[config.mk]
export PLATFORM = sky130hd
export DESIGN_NAME = isrc_pq_engine
export DESIGN_NICKNAME = d
export VERILOG_FILES = /design/src/rtl/isrc_pkg.sv /design/src/rtl/isrc_offset_decode.sv /design/src/rtl/isrc_source_cell.sv /design/src/rtl/isrc_notify_arb.sv /design/src/rtl/isrc_pq_engine.sv
export SDC_FILE = /design/constraint.sdc
export NUM_CORES = 1
export LEC_CHECK = 0
export BUFFER_PORTS_ARGS = -buffer_cell sky130_fd_sc_hd__buf_2
export CAP_MARGIN = 20
export CORE_UTILIZATION = 40
export CTS_CLUSTER_SIZE = 16
export DETAILED_ROUTE_END_ITERATION = 8
export GPL_TIMING_DRIVEN = 0
export SLEW_MARGIN = 20
export SYNTH_ARGS = -nofsm -noshare
export SYNTH_HDL_FRONTEND = slang
export SYNTH_SLANG_ARGS = --single-unit
[constraint.sdc]
create_clock -name clk -period 3.7 [get_ports clk]
set_input_delay 0 -clock clk [delete_from_list [all_inputs] [get_ports clk]]
set_output_delay 0 -clock clk [all_outputs]
set_load 0.02 [all_outputs]
[src/rtl/isrc_pkg.sv]
`timescale 1ns/1ps
package isrc_pkg;

  typedef logic [1:0] pq_t;

  localparam pq_t PQ_IDLE = 2'b00;
  localparam pq_t PQ_MASK = 2'b01;
  localparam pq_t PQ_PRES = 2'b10;
  localparam pq_t PQ_BOTH = 2'b11;

  typedef enum logic [1:0] {
    OP_GET   = 2'b00,
    OP_EOI   = 2'b01,
    OP_SETPQ = 2'b10,
    OP_PEEK  = 2'b11
  } isrc_op_e;

  typedef struct packed {
    pq_t  pq;
    logic notify;
  } trig_res_t;

  // One trigger event applied to a state value.
  function automatic trig_res_t trig_apply(input pq_t cur);
    trig_res_t r;
    r.pq     = cur;
    r.notify = 1'b0;
    case (cur)
      PQ_IDLE: begin
        r.pq     = PQ_PRES;
        r.notify = 1'b1;
      end
      PQ_PRES: r.pq = PQ_BOTH;
      default: ;
    endcase
    return r;
  endfunction

endpackage

[src/rtl/isrc_offset_decode.sv]
`timescale 1ns/1ps
module isrc_offset_decode
  import isrc_pkg::*;
#(
  parameter int OFS_W   = 12,
  parameter int OP_LSB  = 8,
  parameter int VAL_LSB = 4
) (
  input  logic [OFS_W-1:0] ofs,
  input  logic             errata_en,
  output isrc_op_e         op,
  output pq_t              set_val
);

  localparam int FOLD_SH = 4;

  logic [OFS_W-1:0] eff;

  always_comb begin
    eff     = errata_en ? (ofs | (ofs << FOLD_SH)) : ofs;
    op      = isrc_op_e'(eff[OP_LSB +: 2]);
    set_val = eff[VAL_LSB +: 2];
  end

endmodule

[src/rtl/isrc_source_cell.sv]
`timescale 1ns/1ps
module isrc_source_cell
  import isrc_pkg::*;
#(
  parameter bit IS_LEVEL = 1'b0
) (
  input  logic     clk,
  input  logic     rst_n,
  input  logic     acc_hit,
  input  logic     acc_store,
  input  isrc_op_e acc_op,
  input  pq_t      set_val,
  input  logic     trig_in,
  input  logic     lvl_in,
  output pq_t      pq_q,
  output logic     notify_evt,
  output logic     trig_evt
);

  logic      lvl_prev_q;
  logic      rearm;
  pq_t       pq_acc;
  trig_res_t r_eoi;
  trig_res_t r_trg;

  always_comb begin
    trig_evt = IS_LEVEL ? (lvl_in & ~lvl_prev_q) : trig_in;

    // access step first
    pq_acc = pq_q;
    rearm  = 1'b0;
    if (acc_hit) begin
      case (acc_op)
        OP_SETPQ: if (!acc_store) pq_acc = set_val;
        OP_EOI: begin
          pq_acc = PQ_IDLE;
          rearm  = IS_LEVEL ? lvl_in : pq_q[0];
        end
        default: ;
      endcase
    end

    // replay caused by the end-of-interrupt
    if (rearm) r_eoi = trig_apply(pq_acc);
    else       r_eoi = '{pq: pq_acc, notify: 1'b0};

    // external trigger lands on the post-access state
    if (trig_evt) r_trg = trig_apply(r_eoi.pq);
    else          r_trg = '{pq: r_eoi.pq, notify: 1'b0};

    notify_evt = r_eoi.notify | r_trg.notify;
  end

  always_ff @(posedge clk) begin
    if (!rst_n) begin
      pq_q       <= PQ_MASK;
      lvl_prev_q <= 1'b0;
    end else begin
      pq_q       <= r_trg.pq;
      lvl_prev_q <= lvl_in;
    end
  end

endmodule

[src/rtl/isrc_notify_arb.sv]
`timescale 1ns/1ps
module isrc_notify_arb #(
  parameter int NUM_SRC = 8,
  parameter int SRC_W   = $clog2(NUM_SRC)
) (
  input  logic               clk,
  input  logic               rst_n,
  input  logic [NUM_SRC-1:0] raise,
  input  logic               notify_ready,
  output logic               notify_valid,
  output logic [SRC_W-1:0]   notify_src
);

  logic [NUM_SRC-1:0] pend_q;
  logic [NUM_SRC-1:0] clr;
  logic [SRC_W-1:0]   pick;
  logic [SRC_W-1:0]   lock_src_q;
  logic               lock_q;
  logic               take;

  always_comb begin
    pick = '0;
    for (int i = NUM_SRC - 1; i >= 0; i--) begin
      if (pend_q[i]) pick = SRC_W'(i);
    end
  end

  assign notify_valid = |pend_q;
  assign notify_src   = lock_q ? lock_src_q : pick;
  assign take         = notify_valid && notify_ready;
  assign clr          = take ? (NUM_SRC'(1) << notify_src) : '0;

  always_ff @(posedge clk) begin
    if (!rst_n) begin
      pend_q     <= '0;
      lock_q     <= 1'b0;
      lock_src_q <= '0;
    end else begin
      pend_q     <= (pend_q & ~clr) | raise;
      lock_q     <= notify_valid && !notify_ready;
      lock_src_q <= notify_src;
    end
  end

endmodule

[src/rtl/isrc_pq_engine.sv]
`timescale 1ns/1ps
module isrc_pq_engine
  import isrc_pkg::*;
#(
  parameter int                 NUM_SRC    = 8,
  parameter int                 OFS_W      = 12,
  parameter int                 DATA_W     = 8,
  parameter int                 SRC_W      = $clog2(NUM_SRC),
  parameter logic [NUM_SRC-1:0] LEVEL_MASK =
    {{(NUM_SRC/2){1'b1}}, {(NUM_SRC - NUM_SRC/2){1'b0}}}
) (
  input  logic               clk,
  input  logic               rst_n,
  input  logic               errata_en,
  input  logic               req_valid,
  output logic               req_ready,
  input  logic               req_store,
  input  logic [SRC_W-1:0]   req_src,
  input  logic [OFS_W-1:0]   req_ofs,
  output logic               rsp_valid,
  input  logic               rsp_ready,
  output logic [DATA_W-1:0]  rsp_data,
  input  logic [NUM_SRC-1:0] trig_in,
  input  logic [NUM_SRC-1:0] lvl_in,
  output logic               notify_valid,
  input  logic               notify_ready,
  output logic [SRC_W-1:0]   notify_src
);

  localparam int PAD_W = DATA_W - 2;

  isrc_op_e                 dec_op;
  pq_t                      dec_val;
  logic                     fire;
  logic [NUM_SRC-1:0]       acc_hit;
  logic [NUM_SRC-1:0]       raise;
  logic [NUM_SRC-1:0]       trig_seen;
  logic [NUM_SRC-1:0][1:0]  pq_all;
  pq_t                      rd_pq;
  pq_t                      rsp_pq_q;
  logic                     rsp_valid_q;

  assign req_ready = !rsp_valid_q || rsp_ready;
  assign fire      = req_valid && req_ready;

  isrc_offset_decode #(.OFS_W(OFS_W)) dec_i (
    .ofs       (req_ofs),
    .errata_en (errata_en),
    .op        (dec_op),
    .set_val   (dec_val)
  );

  for (genvar g = 0; g < NUM_SRC; g++) begin : g_src
    assign acc_hit[g] = fire && (req_src == SRC_W'(g));

    isrc_source_cell #(.IS_LEVEL(LEVEL_MASK[g])) cell_i (
      .clk        (clk),
      .rst_n      (rst_n),
      .acc_hit    (acc_hit[g]),
      .acc_store  (req_store),
      .acc_op     (dec_op),
      .set_val    (dec_val),
      .trig_in    (trig_in[g]),
      .lvl_in     (lvl_in[g]),
      .pq_q       (pq_all[g]),
      .notify_evt (raise[g]),
      .trig_evt   (trig_seen[g])
    );
  end

  // old state of the addressed source, returned by loads
  always_comb begin
    rd_pq = PQ_IDLE;
    for (int i = 0; i < NUM_SRC; i++) begin
      if (req_src == SRC_W'(i)) rd_pq = pq_all[i];
    end
  end

  always_ff @(posedge clk) begin
    if (!rst_n) begin
      rsp_valid_q <= 1'b0;
      rsp_pq_q    <= PQ_IDLE;
    end else if (fire && !req_store) begin
      rsp_valid_q <= 1'b1;
      rsp_pq_q    <= rd_pq;
    end else if (rsp_ready) begin
      rsp_valid_q <= 1'b0;
    end
  end

  assign rsp_valid = rsp_valid_q;
  assign rsp_data  = {{PAD_W{1'b0}}, rsp_pq_q};

  isrc_notify_arb #(.NUM_SRC(NUM_SRC), .SRC_W(SRC_W)) arb_i (
    .clk          (clk),
    .rst_n        (rst_n),
    .raise        (raise),
    .notify_ready (notify_ready),
    .notify_valid (notify_valid),
    .notify_src   (notify_src)
  );

endmodule

==> results.md <==
* Status: completed
* WL/cell at 15.10 um
* Initial Util at 42.19%
* Vias at 2,032
* Slew Limit Fails at 0
* Routed Antenna Nets at 0
* Post-synthesis sequential element count at 35
* Critical path type: register to register
* Fillers at 527
* # nets final at 337
* DPL Wire Length at 4249 um
* Drt first pass iters at 4
* Syn. warnings at 0
* Post_cts resized at 0
* Minimum clock period at 2131 ps
* Fin cells at 368
* Layout cells sized above 1 at 22.15%
* Critical path peak fanout at 10
* PortBufs at 30
* Ports at 52
* Initial antenna violation count at 0
* Hold depth at 3
* RSZ-0062 raised after global routing: false
* Maxcap violations at 0
* Cell row count at 26
* Final Cycle Share at 57.59%
* Mapped Area at 2196 sq um
* Worst endpoint data arrival time at 2290 ps
* Total power at 848.1 uW
* DP Worst Slack at 1337 ps
* Initial DRC count at 100
* Type of origin of the critical path: register
* Highest Clock Rate at 0.4693 GHz
* Post-layout util at 49.83%
* Post-synth EDFFs at 0
* Final WS setup at 1569 ps
* Htree depth at 2
* Clk pin slew, worst setup/hold paths at 70 ps
* Worst VDD drop at 0.1570 mV
* Final Hold Vio Count at 0
* Via/cell ratio at 5.522
* CTS tree: yes
* Total grt overflow at 0
* Inst Count DP at 354
* Sequential area share after synthesis at 31.91%
* Vias in the first global route at 1,866
* Die height at 76.09 um
* CTS root buf: clkbuf_8
* Worst EP required at 3860 ps
* WL final at 5555 um
* Slew Limit Headroom at 60.64%
* Syn Area/Cell at 8.819 sq um
* Worst skew pair latency at 290 ps
* Layout overhead on the synthesized area at 18.12%
* Main synth FF type: dfxtp_1
* Worst Hold Class: input port to register
* Core Box Area at 5205 sq um
* Worst slew pin tran at 590.4 ps
* Library cells used by synthesis at 62
* Syn Inst Count at 249
* Clock buffer depth at 2
* Setup TNS at 0 ps
* Worst-case reg-to-reg path depth at 7
* Ys async rst share at 0%
* Clock skew at 5.547 ps
* GPL Wtd Cong at 0.8988
* First-pass GRT wire length at 9432 um
* GRT Resource Usage Total at 20.72%
* Critical path endpoint category: register
* CTS Sinks at 35
* Number of diodes at 0
* Num CTS Buffers at 5
* Largest net degree at the start of global routing at 11
* Post-CTS setup repair buffer count at 0
* Die area at 5790 sq um
* Final setup violating endpoints at 0
* Power per cell area at 327.0 nW/um^2
* Die X at 76.09 um
* Leak at 1.015 nW
* # DRC at 0
## placed cells by master (no fill, tap or decap), types with 7 or more instances in the layout
master and n:
nand2_1 14, inv_1 14, dfxtp_1 35, nor2_1 25
buf_2 34, a21oi_1 7, a2bb2oi_1 7, clkbuf_1 7
o21ai_0 7, and2_1 7
## cell type report
cell class	instances	area, sq um	share of cell area (%)
buffer	18	110.1	4.245
clock buffer	7	76.32	2.943
clock inverter	1	5.005	0.1930
inverter	14	52.55	2.026
multi-input combinational	187	1351	52.10
sequential	35	700.7	27.01
tap	70	87.58	3.377
timing repair buffer	36	210.2	8.104
## cells by family after synthesis
kind of cell,after synthesis,share of synthesized area (%)
compound gates,74,27.58
fa+ha+maj,8,3.988
buf+inv,32,7.407
flops,35,31.91
mux,7,5.527
other cells,1,0.1708
simple gates,92,23.42
## power by group
part	switching [mW]	internal, mW	total [mW]
combinational	0.105	0.0735	0.178
sequential	0.00915	0.391	0.400
clock	0.138	0.132	0.270
total	0.252	0.596	0.848
## cell usage after synthesis, types with 2 or more instances
library cell / number / area, sq um
inv_1: 14 / 52.55
nand4b_1: 2 / 17.52
mux4_2: 4 / 90.09
clkbuf_1: 5 / 18.77
maj3_1: 4 / 40.04
a2111oi_4: 2 / 55.05
or2_2: 2 / 12.51
o21ai_0: 7 / 35.03
nor2b_1: 3 / 18.77
a2bb2oi_1: 7 / 61.31
o32a_1: 2 / 20.02
nand2_1: 14 / 52.55
and3_1: 4 / 25.02
a221oi_1: 3 / 26.28
o21a_1: 5 / 37.54
nand2b_1: 3 / 18.77
or3_1: 6 / 37.54
maj3_2: 2 / 22.52
nor3b_1: 5 / 37.54
a32o_1: 3 / 30.03
nor2_1: 25 / 93.84
nor4_2: 2 / 25.02
o21ai_1: 4 / 20.02
a21oi_1: 7 / 35.03
dfxtp_1: 35 / 700.7
ha_1: 2 / 25.02
buf_4: 6 / 45.04
a211o_1: 2 / 17.52
o22ai_1: 6 / 37.54
a31oi_1: 2 / 12.51
o2bb2ai_1: 4 / 35.03
buf_2: 4 / 20.02
o31a_1: 3 / 26.28
and2_1: 7 / 43.79
a211oi_1: 5 / 37.54
mux2i_1: 2 / 20.02
buf_6: 2 / 22.52
nor4_1: 6 / 37.54
o211ai_1: 2 / 15.01
nand3_1: 4 / 20.02
## worst paths after layout
path	end	startpoint	slack [ps]
worst min-delay path	g_src[0].cell_i.pq_q[0]	trig_in[0]	80
worst min register to register	rsp_pq_q[0]	rsp_pq_q[0]	500
worst max-delay path	arb_i.pend_q[1]	rsp_valid	1570
worst max register to register	arb_i.pend_q[1]	rsp_valid	1570
## state kept, by name (all words and copies together), names as in the netlist
register and cells:
rsp_valid 1, arb_i.lock_src_q 3, rsp_pq_q 2, arb_i.pend_q 8, arb_i.lock_q 1, g_src.cell_i.lvl_prev_q 4
g_src.cell_i.pq_q 16
## worst max-delay path: stages, from the launching register on
cell       delay, ps
dfxtp_1          310
nor2b_1          170
buf_2            210
buf_2            200
nor4_1           500
o2bb2ai_1        210
a221oi_1         320
a211oi_1          80
## metrics by stage
stage	hold slack (ps)	cell area, sq um
6_report	76.94	2594
5_1_grt	70.24	2594
4_1_cts	69.50	2594
3_5_place_dp	228.3	2452
3_3_place_gp	229.8	2452
2_1_floorplan	76.15	2215
## layer usage
| layer | vias up | wire length (um) | global-route usage (%) |
|---|---|---|---|
| met2 | 56 | 2501 | 31.45 |
| met3 | 12 | 251 | 4.431 |
| met4 | 0 | 139 | 9.615 |
| met5 | - | 0 | 0 |
| met1 | 933 | 2663 | 28.02 |
| li1 | 1031 | - | - |
## repair_timing
item / in CTS / in global routing
setup endpoints to repair: 0 / 0
endpoints found under the hold margin: 11 / 0
hold buffers: 6 / 0
No activity file was read; power rests on OpenSTA's default activity.
